<file path="src/rtl/wta_pkg.sv">
package wta_pkg;
  // Select-max decision: the upper input wins only when strictly larger,
  // so equal values resolve toward the lower-indexed side.
  function automatic logic pick_hi(input logic [63:0] lo_val, input logic [63:0] hi_val);
    return hi_val > lo_val;
  endfunction

  // Heap number of the first cell in tree row r (row 1 sits above the leaves).
  function automatic int row_first(input int levels, input int r);
    return 1 << (levels - r);
  endfunction
endpackage

</file>
<file path="src/rtl/wta_cell.sv">
module wta_cell
  import wta_pkg::*;
#(
  parameter int VAL_W   = 8,
  parameter bit IS_ROOT = 1'b0
) (
  input  logic             clk,
  input  logic             rst_n,
  input  logic             clr,
  input  logic             load,
  input  logic [VAL_W-1:0] a,
  input  logic [VAL_W-1:0] b,
  input  logic             en_in,
  output logic [VAL_W-1:0] y,
  output logic             dec_lo,
  output logic             dec_hi,
  output logic             en
);
  logic hi_wins;
  assign hi_wins = pick_hi(64'(a), 64'(b));

  always_ff @(posedge clk or negedge rst_n) begin
    if (!rst_n) begin
      y      <= '0;
      dec_lo <= 1'b0;
      dec_hi <= 1'b0;
    end else if (clr) begin
      y      <= '0;
      dec_lo <= 1'b0;
      dec_hi <= 1'b0;
    end else if (load) begin
      y      <= hi_wins ? b : a;
      dec_hi <= hi_wins;
      dec_lo <= ~hi_wins;
    end
  end

  generate
    if (IS_ROOT) begin : g_root
      // backward pass starts as soon as the root flags differ
      assign en = en_in & (dec_lo ^ dec_hi);
    end else begin : g_inner
      always_ff @(posedge clk or negedge rst_n) begin
        if (!rst_n)   en <= 1'b0;
        else if (clr) en <= 1'b0;
        else          en <= en_in;
      end
    end
  endgenerate
endmodule

</file>
<file path="src/rtl/wta_ctrl.sv">
module wta_ctrl #(
  parameter int LVL = 3
) (
  input  logic           clk,
  input  logic           rst_n,
  input  logic           go,
  input  logic           bottom_hit,
  output logic [LVL-1:0] vld,
  output logic           done
);
  // vld[l] high: row l+1 may load; grows by one row per clock after start
  always_ff @(posedge clk or negedge rst_n) begin
    if (!rst_n) begin
      vld  <= '0;
      done <= 1'b0;
    end else if (go) begin
      vld  <= LVL'(1);
      done <= 1'b0;
    end else begin
      vld  <= vld | (vld << 1);
      done <= done | bottom_hit;
    end
  end
endmodule

</file>
<file path="src/rtl/wta_tree_encoder.sv">
module wta_tree_encoder
  import wta_pkg::*;
#(
  parameter int N_IN  = 8,
  parameter int VAL_W = 8
) (
  input  logic                     clk,
  input  logic                     rst_n,
  input  logic                     go,
  input  logic [N_IN*VAL_W-1:0]    din,
  output logic [VAL_W-1:0]         max_out,
  output logic [$clog2(N_IN)-1:0]  idx_out,
  output logic                     done
);
  localparam int LVL = $clog2(N_IN);
  localparam int BOT = N_IN / 2;

  logic [VAL_W-1:0] leaf_q [N_IN];
  logic [VAL_W-1:0] node_y [1:N_IN-1];
  logic [N_IN-1:1]  dec_lo, dec_hi, en, en_in;
  logic [LVL-1:0]   vld;
  logic [LVL:1]     bus;
  logic             bottom_hit;

  always_ff @(posedge clk or negedge rst_n) begin
    if (!rst_n) begin
      for (int i = 0; i < N_IN; i++) leaf_q[i] <= '0;
    end else if (go) begin
      for (int i = 0; i < N_IN; i++) leaf_q[i] <= din[i*VAL_W +: VAL_W];
    end
  end

  generate
    for (genvar k = 1; k < N_IN; k++) begin : g_node
      localparam int LV = LVL + 1 - $clog2(k + 1);
      logic [VAL_W-1:0] a_s, b_s;
      if (2 * k >= N_IN) begin : g_leafkids
        assign a_s = leaf_q[2*k - N_IN];
        assign b_s = leaf_q[2*k + 1 - N_IN];
      end else begin : g_cellkids
        assign a_s = node_y[2*k];
        assign b_s = node_y[2*k + 1];
      end
      if (k == 1) begin : g_top
        assign en_in[k] = 1'b1;
      end else if (k % 2 == 1) begin : g_hiside
        assign en_in[k] = en[k/2] & dec_hi[k/2];
      end else begin : g_loside
        assign en_in[k] = en[k/2] & dec_lo[k/2];
      end
      wta_cell #(.VAL_W(VAL_W), .IS_ROOT(k == 1)) u_cell (
        .clk    (clk),
        .rst_n  (rst_n),
        .clr    (go),
        .load   (vld[LV-1]),
        .a      (a_s),
        .b      (b_s),
        .en_in  (en_in[k]),
        .y      (node_y[k]),
        .dec_lo (dec_lo[k]),
        .dec_hi (dec_hi[k]),
        .en     (en[k])
      );
    end

    for (genvar r = 1; r <= LVL; r++) begin : g_row
      localparam int FIRST = row_first(LVL, r);
      localparam int LAST  = 2 * FIRST - 1;
      // one shared bit per row; only an enabled cell can pull it high
      assign bus[r] = |(en[LAST:FIRST] & dec_hi[LAST:FIRST]);
    end
  endgenerate

  assign bottom_hit = |(en[N_IN-1:BOT] & (dec_lo[N_IN-1:BOT] | dec_hi[N_IN-1:BOT]));

  wta_ctrl #(.LVL(LVL)) u_ctrl (
    .clk        (clk),
    .rst_n      (rst_n),
    .go         (go),
    .bottom_hit (bottom_hit),
    .vld        (vld),
    .done       (done)
  );

  assign max_out = node_y[1];
  assign idx_out = bus;
endmodule

</file>
<file path="config.mk">
export PLATFORM = sky130hd
export DESIGN_NAME = wta_tree_encoder
export DESIGN_NICKNAME = d
export VERILOG_FILES = /design/src/rtl/wta_pkg.sv /design/src/rtl/wta_cell.sv /design/src/rtl/wta_ctrl.sv /design/src/rtl/wta_tree_encoder.sv
export SDC_FILE = /design/constraint.sdc
export NUM_CORES = 1
export LEC_CHECK = 0
export ABC_AREA = 1
export BUFFER_PORTS_ARGS = -buffer_cell sky130_fd_sc_hd__buf_2
export CAP_MARGIN = 10
export CORE_MARGIN = 4
export CORE_UTILIZATION = 60
export DETAILED_ROUTE_END_ITERATION = 8
export PLACE_DENSITY_LB_ADDON = 0.12
export SLEW_MARGIN = 20
export SYNTH_ARGS = -nofsm -noshare
export SYNTH_HDL_FRONTEND = slang
export SYNTH_SLANG_ARGS = --single-unit
</file>
<file path="constraint.sdc">
create_clock -name clk -period 2.1 [get_ports clk]
set_input_delay 0.315 -clock clk [delete_from_list [all_inputs] [get_ports clk]]
set_output_delay 0.315 -clock clk [all_outputs]
set_load 0.01 [all_outputs]
</file>
==> results.md <==
- Share of the yosys chip area belonging to registers: 0.460
- Category of the most critical setup path: flip-flop to flip-flop
- Total number of placement rows: between 40 and 50
- Logic depth of the worst register-to-register path: 11
- Max stage delay cell, worst path: dfrtp_1
- Count of state elements after synthesis: 144
- Layout cell share with drive strength beyond 1: 0.148
- Leak pwr: between 5 and 6 nW
- Startpoint kind of the worst setup timing path: flip-flop
- Final period util: 0.843
- CTS sink cnt: 144
- Unrepaired setup endpoints after global routing: false
- Synth async-reset ratio: 1.00
- Number of endpoints with negative hold slack in the final report: 0
- Count of warnings emitted by yosys: 0
- Starting utilization of the core area: 0.615
- Largest vdd supply drop: between 0.5 and 0.6 mV
- Post-detailed-route via-to-cell ratio: between 5 and 6
- Setup slack, reg-to-reg: between 0.3 and 0.4 ns
- Buffer depth of the longest clock path: 2
- Post-layout net count: around 1200
- Number of instances on the worst hold path: 3
- Post-synthesis cell type with the largest combined area: dfrtp_1
- Die Width: 122 um
- Synthesized area divided by synthesized cell count: ~8.1 um^2
- Distinct cell type count of the synthesized netlist: 28
- Slew of the pin with the lowest slew margin: between 0.5 and 0.6 ns
- Cell repeated most along the worst path: nand2_1
- Wire per inst: 13.8 um
- H-tree depth reported by CTS: 4
- Cts bufs inserted: 17
- Outcome: finished, final reports clean
- Vias in the first global route: about 6300
- Worst Hold Class: input pin to flip-flop
- Worst reg2reg path endpoint: g_node[2].u_cell.y[1]
- Final weighted congestion of routability-driven global placement: between 0.9 and 1
- Endpoints failing setup: 0
- Critical path capture point type: flip-flop
- Hold endpoint: g_node[5].a_s[6]
- Count of inserted antenna diode cells: 0
- Most used standard cells in the synthesized netlist: 408 x nand2_1, 144 x dfrtp_1, 94 x nand3_1
- Wire length of the first global-routing pass: just under 30 mm
- Number of DRC violations after detailed routing: 0
- Number of flops mapped to enable cells by yosys: 0
- Cell count after placement: between 1000 and 1500
- Final critical path time including I/O delays and setup: 1.77 ns
- Via count: ~6400
- Top cells by area in the synthesized netlist: dfrtp_1 46%, nand2_1 20%, ha_1 8.9%
- Combined buffer and inverter count along the critical path: 1
- Synthesized net count: roughly 1100
- Max Freq: 0.565 GHz
- Post-Syn Instances: between 900 and 1000
- CTS root buffer: clkbuf_16
- Cts repair resizes: 0
- Overall overflow remaining after global route: 0
- Top cell type's share of synthesized area: 0.460
- Total power per unit cell area: roughly 1100 mW/mm^2
- Total standard cell area after synthesis: around 0.008 mm^2
- Arrival @ worst endpoint: around 2.1 ns
- Non-filler instance count after layout: approximately 1200
- Port Buf Inserts: 78
- Headroom to the max-slew limit: 0.633
- Start point of the worst min-delay path: din[22]
- Worst setup skew after layout: between 0.006 and 0.007 ns
- Number of iterations in the first detailed-routing pass: 5
- Total negative setup slack: 0 ns
- RR Startpoint: g_node[4].u_cell.y[7]
- DP Wirelength: between 10 and 15 mm
- Layout-stage area growth over the synthesis result: 15.3%
- Largest net degree at the start of global routing: 71
- Latest clock arrival within the worst-skew pair: 0.42 ns
- Number of top-level design ports: between 70 and 80
- Number of violations of the max-capacitance limit: 0
- Std-Cell Core Area: 0.0127 mm^2
- Antenna violations before repair: 0
- Clock transition at path regs: about 0.06 ns
- DRC marker count from the first detailed-route iteration: between 400 and 500
- Vertical die dimension: approximately 120 um
- All-Layer GR Usage: 0.249
- Top-count cell post-synth: nand2_1
- Die outline area: around 0.015 mm^2
- Clock tree from TritonCTS: done
- Largest incremental delay on the critical path: around 0.40 ns
- Detail Route Antenna Nets: 0
- Crit-path max FO: 10
- Number of pins exceeding their max-slew limit in the final report: 0
- Top Family by Delay on Critical Path: simple AND/OR/NAND/NOR gates
- Commonest register cell after synthesis: dfrtp_1
- Data required time of the critical path: approximately 2.4 ns
- Crit path cell chain: inv_1, ha_1, nand2_1, nor2_2, nand2_1, nand2_4, nand2_4, nand3_1, nand2_1, nand2_1, nand2_1
- Routed wire length: approximately 17 mm
## final cells by class
type	instances	area, um^2
timing repair buffer	92	542
clock buffer	21	480
multi-input combinational	700	3690
sequential	144	3600
inverter	90	338
clock inverter	10	158
tap	172	215
fill	1080	3690
## placed cells by master, fill, tap and decap left out, drive strengths merged
cell,instances
o21a,4
nor2,23
nand3,94
ha,56
nand2,422
o21bai,4
buf,91
dfrtp,144
bufinv,4
clkinvlp,3
dlygate4sd3,1
o22ai,2
a21oi,20
nand4,34
inv,90
nand3b,4
clkbuf,21
nor3,4
a21o,3
o2111ai,1
o21ai,29
clkinv,3
## flip-flops by register name (all words and copies together), names as in the netlist
register and count:
g_node.a_s 32, g_node.b_s 32, g_node.u_cell.dec_hi 7, g_node.u_cell.dec_lo 7, g_node.u_cell.en 6, g_node.u_cell.y 56
u_ctrl.done 1, u_ctrl.vld 3
## how the worst max path moves through the flow
| stage | start | end | cells past startpoint |
|---|---|---|---|
| CTS | g_node[5].a_s[1] | g_node[5].u_cell.y[7] | 13 |
| global placement | g_node[4].u_cell.y[7] | g_node[2].u_cell.y[1] | 11 |
| finish | g_node[4].u_cell.y[7] | g_node[2].u_cell.y[1] | 11 |
| detailed placement | g_node[4].u_cell.y[7] | g_node[2].u_cell.y[1] | 11 |
| global route | g_node[4].u_cell.y[7] | g_node[2].u_cell.y[1] | 10 |
| floorplan | g_node[4].u_cell.y[7] | g_node[2].u_cell.y[5] | 10 |
## per-layer routing
layer	vias up	global-route usage	wire length, um
li1	3289	-	-
met1	2986	0.341	7800
met4	0	0.0861	342
met3	33	0.0438	688
met2	141	0.402	8150
met5	-	0	0
## metrics by stage
step / power [mW] / hold WS, ns / area (um^2) / setup slack, ns / utilization
after global placement: 6.35 / 0.318 / 8380 / 0.383 / 0.659
after floorplan: 5.65 / 0.0194 / 7830 / 0.606 / -
final: 9.59 / 0.0924 / 9030 / 0.330 / 0.710
after CTS: 9.65 / 0.0777 / 9030 / 0.344 / 0.710
after detailed placement: 6.41 / 0.320 / 8380 / 0.372 / 0.659
after global routing: 10.3 / 0.0913 / 9030 / 0.193 / 0.710
## worst reg2reg max path: cells and delay by family, from the launching register on
| kind | cells | cell delay [ns] |
|---|---|---|
| adders and majority gates | 1 | 0.29 |
| and+or+nand+nor | 9 | 0.89 |
| DFF | 1 | 0.40 |
| buffers and inverters | 1 | 0.06 |
## what timing repair did
item                      4_1_cts  5_1_grt
hold buffers                    1        0
setup buffers                   0        0
hold endpoints to repair       53        0
## where the power goes
part	total (mW)	leakage (nW)	internal (mW)	switching, mW
sequential	3.64	1.81	3.27	0.368
combinational	2.75	2.89	0.975	1.78
clock	3.20	0.307	2.10	1.10
## logic make-up after synthesis
kind of cell,share of synthesized area
AND/OR/NAND/NOR,0.337
AO/OA/AOI/OAI,0.0446
adder cells (fa/ha/maj),0.0895
buffers and inverters,0.0682
flip-flops,0.460
Note: power is estimated with default switching activity, not from simulation.
